--- src/rtl/mmu_xlate_pkg.sv ---
`timescale 1ns/1ps
package mmu_xlate_pkg;

  typedef enum logic [2:0] {
    FK_NONE    = 3'd0,
    FK_REFILL  = 3'd1,
    FK_INVALID = 3'd2,
    FK_PRIV    = 3'd3,
    FK_WPROT   = 3'd4
  } fault_e;

  // flag positions inside the data word
  localparam int LO_GLB  = 4;
  localparam int LO_VAL  = 3;
  localparam int LO_KERN = 2;
  localparam int LO_WR   = 1;

  // direction code in the fault record
  localparam int          CAUSE_RW_LSB = 8;
  localparam logic [1:0]  RW_READ      = 2'b01;
  localparam logic [1:0]  RW_WRITE     = 2'b10;

endpackage

--- src/rtl/mmu_tlb_store.sv ---
`timescale 1ns/1ps
module mmu_tlb_store #(
  parameter int NSETS = 4,
  parameter int NIDX  = 16,
  parameter int EW    = 32
) (
  input  logic                            clk,
  input  logic                            wr_en,
  input  logic [$clog2(NSETS)-1:0]        wr_set,
  input  logic [$clog2(NIDX)-1:0]         wr_idx,
  input  logic [EW-1:0]                   wr_hi,
  input  logic [EW-1:0]                   wr_lo,
  input  logic [$clog2(NIDX)-1:0]         rd_idx,
  output logic [NSETS-1:0][EW-1:0]        rd_hi,
  output logic [NSETS-1:0][EW-1:0]        rd_lo
);
  localparam int SET_W = $clog2(NSETS);

  for (genvar s = 0; s < NSETS; s++) begin : g_way
    logic [EW-1:0] hi_mem [NIDX];
    logic [EW-1:0] lo_mem [NIDX];

    always_ff @(posedge clk) begin
      if (wr_en && wr_set == SET_W'(s)) begin
        hi_mem[wr_idx] <= wr_hi;
        lo_mem[wr_idx] <= wr_lo;
      end
    end

    assign rd_hi[s] = hi_mem[rd_idx];
    assign rd_lo[s] = lo_mem[rd_idx];
  end

endmodule

--- src/rtl/mmu_tlb_check.sv ---
`timescale 1ns/1ps
module mmu_tlb_check
  import mmu_xlate_pkg::*;
#(
  parameter int NSETS     = 4,
  parameter int EW        = 32,
  parameter int PAGE_BITS = 13,
  parameter int PID_W     = 8
) (
  input  logic [NSETS-1:0][EW-1:0]   set_hi,
  input  logic [NSETS-1:0][EW-1:0]   set_lo,
  input  logic [EW-PAGE_BITS-1:0]    vpn,
  input  logic [PID_W-1:0]           pid,
  input  logic                       acc_wr,
  input  logic                       acc_user,
  input  logic                       chk_wr,
  input  logic                       chk_kern,
  input  logic                       chk_valid,
  output logic                       hit,
  output logic [EW-PAGE_BITS-1:0]    hit_pfn,
  output logic                       hit_glb,
  output logic [PID_W-1:0]           hit_pid,
  output fault_e                     kind
);
  logic [NSETS-1:0] match;
  logic [EW-1:0]    sel_lo;
  logic             unused_fields;

  for (genvar s = 0; s < NSETS; s++) begin : g_cmp
    assign match[s] = (set_hi[s][EW-1:PAGE_BITS] == vpn) &&
                      (set_lo[s][LO_GLB] || set_hi[s][PID_W-1:0] == pid);
  end

  // lowest-numbered way wins: scan downwards so the last hit kept is the lowest
  always_comb begin
    hit     = 1'b0;
    sel_lo  = '0;
    hit_pid = '0;
    for (int s = NSETS - 1; s >= 0; s--) begin
      if (match[s]) begin
        hit     = 1'b1;
        sel_lo  = set_lo[s];
        hit_pid = set_hi[s][PID_W-1:0];
      end
    end
  end

  assign hit_pfn = sel_lo[EW-1:PAGE_BITS];
  assign hit_glb = sel_lo[LO_GLB];

  always_comb begin
    if (!hit)                                 kind = FK_REFILL;
    else if (chk_valid && !sel_lo[LO_VAL])    kind = FK_INVALID;
    else if (acc_user && chk_kern && sel_lo[LO_KERN]) kind = FK_PRIV;
    else if (acc_wr && chk_wr && !sel_lo[LO_WR])      kind = FK_WPROT;
    else                                      kind = FK_NONE;
  end

  assign unused_fields = ^{set_hi, set_lo};

endmodule

--- src/rtl/mmu_fault_regs.sv ---
`timescale 1ns/1ps
module mmu_fault_regs
  import mmu_xlate_pkg::*;
#(
  parameter int AW        = 32,
  parameter int PAGE_BITS = 13,
  parameter int PID_W     = 8,
  parameter int SET_W     = 2,
  parameter int IDX_W     = 4
) (
  input  logic                        clk,
  input  logic                        rst,
  input  logic                        capture,
  input  logic                        refill,
  input  logic                        acc_wr,
  input  logic [AW-PAGE_BITS-1:0]     vpn,
  input  logic [PID_W-1:0]            pid,
  output logic [AW-1:0]               cause_q,
  output logic [SET_W+IDX_W-1:0]      sel_q
);
  logic [AW-1:0] cause_d;

  always_comb begin
    cause_d                           = '0;
    cause_d[AW-1:PAGE_BITS]           = vpn;
    cause_d[CAUSE_RW_LSB +: 2]        = acc_wr ? RW_WRITE : RW_READ;
    cause_d[PID_W-1:0]                = pid;
  end

  always_ff @(posedge clk) begin
    if (rst) begin
      cause_q <= '0;
      sel_q   <= '0;
    end else if (capture) begin
      cause_q <= cause_d;
      if (refill) sel_q <= {{SET_W{1'b0}}, vpn[IDX_W-1:0]};
    end
  end

  a_r13_cause_fields: assert property (@(posedge clk) disable iff (rst)
    capture |=> (cause_q[PID_W-1:0] == $past(pid) &&
                 cause_q[AW-1:PAGE_BITS] == $past(vpn)));

  a_r13_cause_hold: assert property (@(posedge clk) disable iff (rst)
    !capture |=> $stable(cause_q));

  a_r12_sel_load: assert property (@(posedge clk) disable iff (rst)
    (capture && refill) |=> (sel_q[IDX_W-1:0] == $past(vpn[IDX_W-1:0]) &&
                             sel_q[SET_W+IDX_W-1:IDX_W] == '0));

  a_r12_sel_hold: assert property (@(posedge clk) disable iff (rst)
    !(capture && refill) |=> $stable(sel_q));

endmodule

--- src/rtl/mmu_xlate.sv ---
`timescale 1ns/1ps
module mmu_xlate
  import mmu_xlate_pkg::*;
#(
  parameter int AW        = 32,
  parameter int PAGE_BITS = 13,
  parameter int SEG_BITS  = 4,
  parameter int NSETS     = 4,
  parameter int NIDX      = 16,
  parameter int PID_W     = 8
) (
  input  logic                                   clk,
  input  logic                                   rst,
  input  logic [1:0]                             xl_mode,
  input  logic [(1<<SEG_BITS)-1:0]               seg_direct,
  input  logic [((1<<SEG_BITS)/2)*SEG_BITS-1:0]  kbase_lo,
  input  logic [((1<<SEG_BITS)/2)*SEG_BITS-1:0]  kbase_hi,
  input  logic                                   chk_wr,
  input  logic                                   chk_kern,
  input  logic                                   chk_valid,
  input  logic                                   acc_valid,
  input  logic [AW-1:0]                          va,
  input  logic                                   acc_wr,
  input  logic                                   acc_user,
  input  logic [PID_W-1:0]                       cur_pid,
  input  logic                                   tlb_we,
  input  logic [$clog2(NSETS)-1:0]               tlb_set,
  input  logic [$clog2(NIDX)-1:0]                tlb_idx,
  input  logic [AW-1:0]                          tlb_hi,
  input  logic [AW-1:0]                          tlb_lo,
  output logic [AW-1:0]                          pa,
  output logic                                   xl_miss,
  output logic [2:0]                             xl_fault,
  output logic [AW-1:0]                          mm_cause,
  output logic [$clog2(NSETS)+$clog2(NIDX)-1:0]  mm_sel
);
  localparam int HALF  = (1 << SEG_BITS) / 2;
  localparam int SET_W = $clog2(NSETS);
  localparam int IDX_W = $clog2(NIDX);
  localparam int VPN_W = AW - PAGE_BITS;

  logic [SEG_BITS-1:0]        seg, seg_base;
  logic [VPN_W-1:0]           vpn;
  logic                       xl_on, direct, paged;
  logic [NSETS-1:0][AW-1:0]   way_hi, way_lo;
  logic                       hit, hit_glb;
  logic [VPN_W-1:0]           hit_pfn;
  logic [PID_W-1:0]           hit_pid;
  fault_e                     kind;

  assign seg    = va[AW-1 -: SEG_BITS];
  assign vpn    = va[AW-1:PAGE_BITS];
  assign xl_on  = |xl_mode;
  assign direct = xl_on && seg_direct[seg];
  assign paged  = xl_on && !seg_direct[seg];

  always_comb begin
    if (int'(seg) < HALF) seg_base = kbase_lo[int'(seg) * SEG_BITS +: SEG_BITS];
    else                  seg_base = kbase_hi[(int'(seg) - HALF) * SEG_BITS +: SEG_BITS];
  end

  mmu_tlb_store #(.NSETS(NSETS), .NIDX(NIDX), .EW(AW)) u_store (
    .clk    (clk),
    .wr_en  (tlb_we),
    .wr_set (tlb_set),
    .wr_idx (tlb_idx),
    .wr_hi  (tlb_hi),
    .wr_lo  (tlb_lo),
    .rd_idx (vpn[IDX_W-1:0]),
    .rd_hi  (way_hi),
    .rd_lo  (way_lo)
  );

  mmu_tlb_check #(.NSETS(NSETS), .EW(AW), .PAGE_BITS(PAGE_BITS), .PID_W(PID_W)) u_check (
    .set_hi    (way_hi),
    .set_lo    (way_lo),
    .vpn       (vpn),
    .pid       (cur_pid),
    .acc_wr    (acc_wr),
    .acc_user  (acc_user),
    .chk_wr    (chk_wr),
    .chk_kern  (chk_kern),
    .chk_valid (chk_valid),
    .hit       (hit),
    .hit_pfn   (hit_pfn),
    .hit_glb   (hit_glb),
    .hit_pid   (hit_pid),
    .kind      (kind)
  );

  always_comb begin
    pa       = va;
    xl_miss  = 1'b0;
    xl_fault = FK_NONE;
    if (direct) begin
      pa = {seg_base, va[AW-SEG_BITS-1:0]};
    end else if (paged) begin
      if (hit) pa = {hit_pfn, va[PAGE_BITS-1:0]};
      xl_miss  = (kind != FK_NONE);
      xl_fault = kind;
    end
  end

  mmu_fault_regs #(.AW(AW), .PAGE_BITS(PAGE_BITS), .PID_W(PID_W),
                   .SET_W(SET_W), .IDX_W(IDX_W)) u_regs (
    .clk     (clk),
    .rst     (rst),
    .capture (acc_valid && paged && kind != FK_NONE),
    .refill  (kind == FK_REFILL),
    .acc_wr  (acc_wr),
    .vpn     (vpn),
    .pid     (cur_pid),
    .cause_q (mm_cause),
    .sel_q   (mm_sel)
  );

  a_r1_bypass: assert property (@(posedge clk) disable iff (rst)
    !xl_on |-> (pa == va && !xl_miss && xl_fault == 3'd0));

  a_r2_direct_offset: assert property (@(posedge clk) disable iff (rst)
    direct |-> (pa[AW-SEG_BITS-1:0] == va[AW-SEG_BITS-1:0] && !xl_miss));

  a_r5_pid_rule: assert property (@(posedge clk) disable iff (rst)
    (paged && hit) |-> (hit_glb || hit_pid == cur_pid));

  a_r7_refill_flag: assert property (@(posedge clk) disable iff (rst)
    (paged && !hit) |-> (xl_miss && xl_fault == 3'd1 && pa == va));

  a_r3_page_offset: assert property (@(posedge clk) disable iff (rst)
    (paged && hit) |-> (pa[PAGE_BITS-1:0] == va[PAGE_BITS-1:0]));

endmodule

--- config.mk ---
export PLATFORM = sky130hd
export DESIGN_NAME = mmu_xlate
export DESIGN_NICKNAME = d
export VERILOG_FILES = /design/src/rtl/mmu_xlate_pkg.sv /design/src/rtl/mmu_tlb_store.sv /design/src/rtl/mmu_tlb_check.sv /design/src/rtl/mmu_fault_regs.sv /design/src/rtl/mmu_xlate.sv
export SDC_FILE = /design/constraint.sdc
export NUM_CORES = 2
export LEC_CHECK = 0
export ABC_AREA = 1
export BUFFER_PORTS_ARGS = -buffer_cell sky130_fd_sc_hd__buf_4
export CELL_PAD_IN_SITES_DETAIL_PLACEMENT = 0
export CELL_PAD_IN_SITES_GLOBAL_PLACEMENT = 1
export CORE_MARGIN = 4
export CORE_UTILIZATION = 45
export CTS_CLUSTER_SIZE = 30
export DETAILED_ROUTE_END_ITERATION = 16
export GPL_ROUTABILITY_DRIVEN = 1
export PLACE_DENSITY_LB_ADDON = 0.1
export REMOVE_ABC_BUFFERS = 1
export SYNTH_ARGS = -nofsm -noshare
export SYNTH_HDL_FRONTEND = slang
export SYNTH_SLANG_ARGS = --single-unit
--- constraint.sdc ---
create_clock -name clk -period 3.8 [get_ports clk]
set_input_delay 0.19 -clock clk [delete_from_list [all_inputs] [get_ports clk]]
set_output_delay 0.19 -clock clk [all_outputs]
set_load 0.01 [all_outputs]
==> reports/metrics.yaml <==
grt:
  grt_usage_pct: 30.9
  grt_pass1_vias: 87800
  grt_start_max_net_pins: 188
  antenna_found_initial: 17
  overflow: 0
  grt_pass1_wl_um: 667000
clock_network:
  cts_root_buf: "clkbuf_16"
  cts.clk_slew.worst_paths_ns: 0.06
  clock_sinks: 3233
  clock_latency_ns: 0.95
  cts_buffers: 347
  htreeDepth: 5
  cts_buffer_depth: 4
  cts_tree: "built"
power_and_ir_drop:
  power_frac_comb_pct: 7.2
  p_leak_nw: 56.2
  intPower_mw: 60.4
  p_sw_share_pct: 23.0
  clockPowerShare_pct: 42.4
  irDropWorstVdd_mv: 0.430
  p_sw_mw: 18.0
  seq_power_share_pct: 50.4
  power_density_mw_per_mm2: 499
timing:
  worst_slew_pin_slew_ns: 1.09
  fin_skew_ns: 0.0681
  final_hold_viol_count: 0
  slew_headroom_pct: 27.0
  post-route-min-period_ns: 4.50
  drv_slew: 0
  post-route-period-util_pct: 118
  fmax_mhz: 222
  worst_slack_ns: -0.696
  tns_ns: -13.23
  finalSetupViolCount: 24
  rsz0062_at_grt: "yes"
yosys:
  synthCells: 11000
  synth_top_area_cell: "edfxtp_1"
  synth_top_family_by_area: "simple AND/OR/NAND/NOR gates"
  ys_seq_area_share_pct: 73.3
  ys_types: 53
  synth_edf_count: 3200
  synthTopCellsByCount: "edfxtp_1 (3200), nand2_1 (2513), nand3_1 (1223)"
  yosysMostFrequentCell: "edfxtp_1"
  synthSimpleGateAreaFrac_pct: 15.3
  synth-xor-area-share_pct: 0.00663
  synth_ff_type: "edfxtp_1"
  synthTopCellsByArea: "edfxtp_1 (73%), nand2_1 (7.1%), nand3_1 (4.6%)"
  yosysWarnings: 0
  synth_compound_area_share_pct: 7.59
  synth_fa_ha_area_share_pct: 0
  synth_area_mm2: 0.132
  async_reset_ff_share_pct: 0
  synth_mux_area_share_pct: 0.0379
  syn_avg_cell_area_um2: 12.0
  synth_top_cell_area_share_pct: 72.8
  ys_seq_elements: 3233
outcome:
  outcome: "complete, but fails checks"
  violations: "setup timing"
floorplan:
  dieArea_mm2: 0.302
  top_level_ports: 275
  core_mm2: 0.292
  initial_utilization_pct: 45.3
  std_cell_rows: 198
  die_height_um: 550
  fp.dieW_um: 550
place:
  port_buffers: 229
  hpwl_um: 271000
  gp_congestion: 0.860
  numPlacedInstances: 15100
drt:
  drtIter0Drc: 11500
  drc: 0
  drtPass1Iterations: 6
  vias_per_cell: 5.88
  wl_per_cell_um: 30.2
  drtAntennaViolNets: 0
  via_count: 93600
  postRouteWirelength_um: 481000
job:
  cap_viol_max_count: 0
setup_path:
  required_ns: 3.61
  end_kind: "output pin"
  worstPathArrival_ns: 4.31
  cp_cell_sequence: "nand2_1, nand3_1, nand2_1, a21oi_1, nand2_1, nand2_1, nand2_1, nand4_1, nor2_1, nand3_4, nor2_4, buf_6, clkinvlp_4, buf_6, nand3_4, nand2_4, inv_6, o211ai_1, o21ai_2, buf_6, nand2_4, buf_6"
  cp_slowest_cell: "edfxtp_1"
  timing.critical_path.mode_cell: "nand2_1"
  start_kind: "flip-flop"
  cp_slowest_stage_delay_ns: 0.37
  path_max_fanout: 4
  path_class: "flip-flop to output pin"
finish:
  layout-drive-gt1-share_pct: 14.8
  fin_nets: 11900
  syn_to_final_growth_pct: 19.1
  final_cells: 15900
  final_core_util_pct: 53.9
min_path:
  hold_path.class: "input pin to flip-flop"
-- cells by family (layout without fill, tap and decap cells) --
family                 after synthesis  after routing
buffers and inverters             1136           2126
XOR/XNOR                             1              1
flip-flops                        3233           3233
AND/OR/NAND/NOR                   4903           4903
AO/OA/AOI/OAI                     1717           1717
other                                1             21
multiplexers                         5              5
-- layout make-up --
class / instances / area, µm²
well taps: 3900 / 4880
flip-flops and latches: 3233 / 96800
fillers: 24700 / 134000
inverters: 407 / 1580
clock buffers: 443 / 9310
multi-input cells: 6631 / 31900
clock inverters: 191 / 1720
diodes: 16 / 40.0
repair buffers: 1085 / 11100
-- power by group through the flow --
stage	Clock [mW]	Sequential (mW)	Combinational (mW)
finish	33.3	39.5	5.68
global route	35.2	39.5	6.09
CTS	33.7	39.5	5.62
detailed placement	0	40.3	5.43
global placement	0	40.3	5.38
floorplan	0	40.3	2.53
-- timing repair --
item                                    in CTS  in global routing
pin swaps                                   75                 45
endpoints found under the hold margin     3233                  0
endpoints found under the setup margin      56                 26
cloned                                       2                  1
gates resized for setup                    257                 74
buffers inserted                            26                 18
hold buffers                                84                  0
-- cells in the final DEF (no fill, tap or decap), types with 48 or more instances in the layout --
cell,count
a21oi_1,181
buf_12,200
buf_4,744
buf_6,48
clkbuf_1,83
clkbuf_16,360
clkinv_1,67
clkinv_2,69
dlygate4sd3_1,82
edfxtp_1,3200
inv_1,396
nand2_1,2464
nand3_1,1172
nor2_1,1006
nor2_4,85
o211ai_1,99
o21ai_0,905
o221ai_1,136
o22ai_1,239
-- metrics by stage --
stage	instance area (µm²)	power, mW	setup slack [ns]	hold WS (ns)
4_1_cts	157000	78.8	-0.713	0.0172
3_3_place_gp	144000	45.7	-1.31	0.380
5_1_grt	157000	80.8	-0.803	0.0699
2_1_floorplan	129000	42.8	-10.57	0.259
6_report	157000	78.5	-0.696	0.0768
3_5_place_dp	144000	45.7	-1.35	0.380
-- worst paths after layout --
| path | start | slack, ns | depth (start not counted) | endpoint |
|---|---|---|---|---|
| setup / recovery | u_store.g_way[3].hi_mem[11][17] | -0.70 | 22 | pa[31] |
| hold / removal | va[15] | 0.08 | 5 | u_regs.cause_q[15] |
| setup reg to reg | u_store.g_way[3].hi_mem[11][17] | -0.10 | 23 | u_regs.cause_q[23] |
| hold reg to reg | u_regs.cause_q[6] | 0.46 | 2 | u_regs.cause_q[6] |
-- registers in the layout (all words and copies together) (netlist names) --
register              count
u_store.g_way.lo_mem   1472
u_regs.sel_q              4
u_store.g_way.hi_mem   1728
u_regs.cause_q           29
-- worst max-delay path: cells and delay by family, from the launching register on --
kind                   cells  cell delay, ns
buffers and inverters      6            0.80
AOI/OAI and AO/OA          3            0.65
and+or+nand+nor           13            1.53
DFF                        1            0.37
-- metal layers --
| metal | track usage, % | part of all wire (%) |
|---|---|---|
| met1 | 43.0 | 41 |
| met2 | 48.7 | 46 |
| met3 | 4.26 | 8.2 |
| met4 | 13.9 | 5.2 |
| met5 | 0 | 0 |
Note: power is estimated with default switching activity, not from simulation.
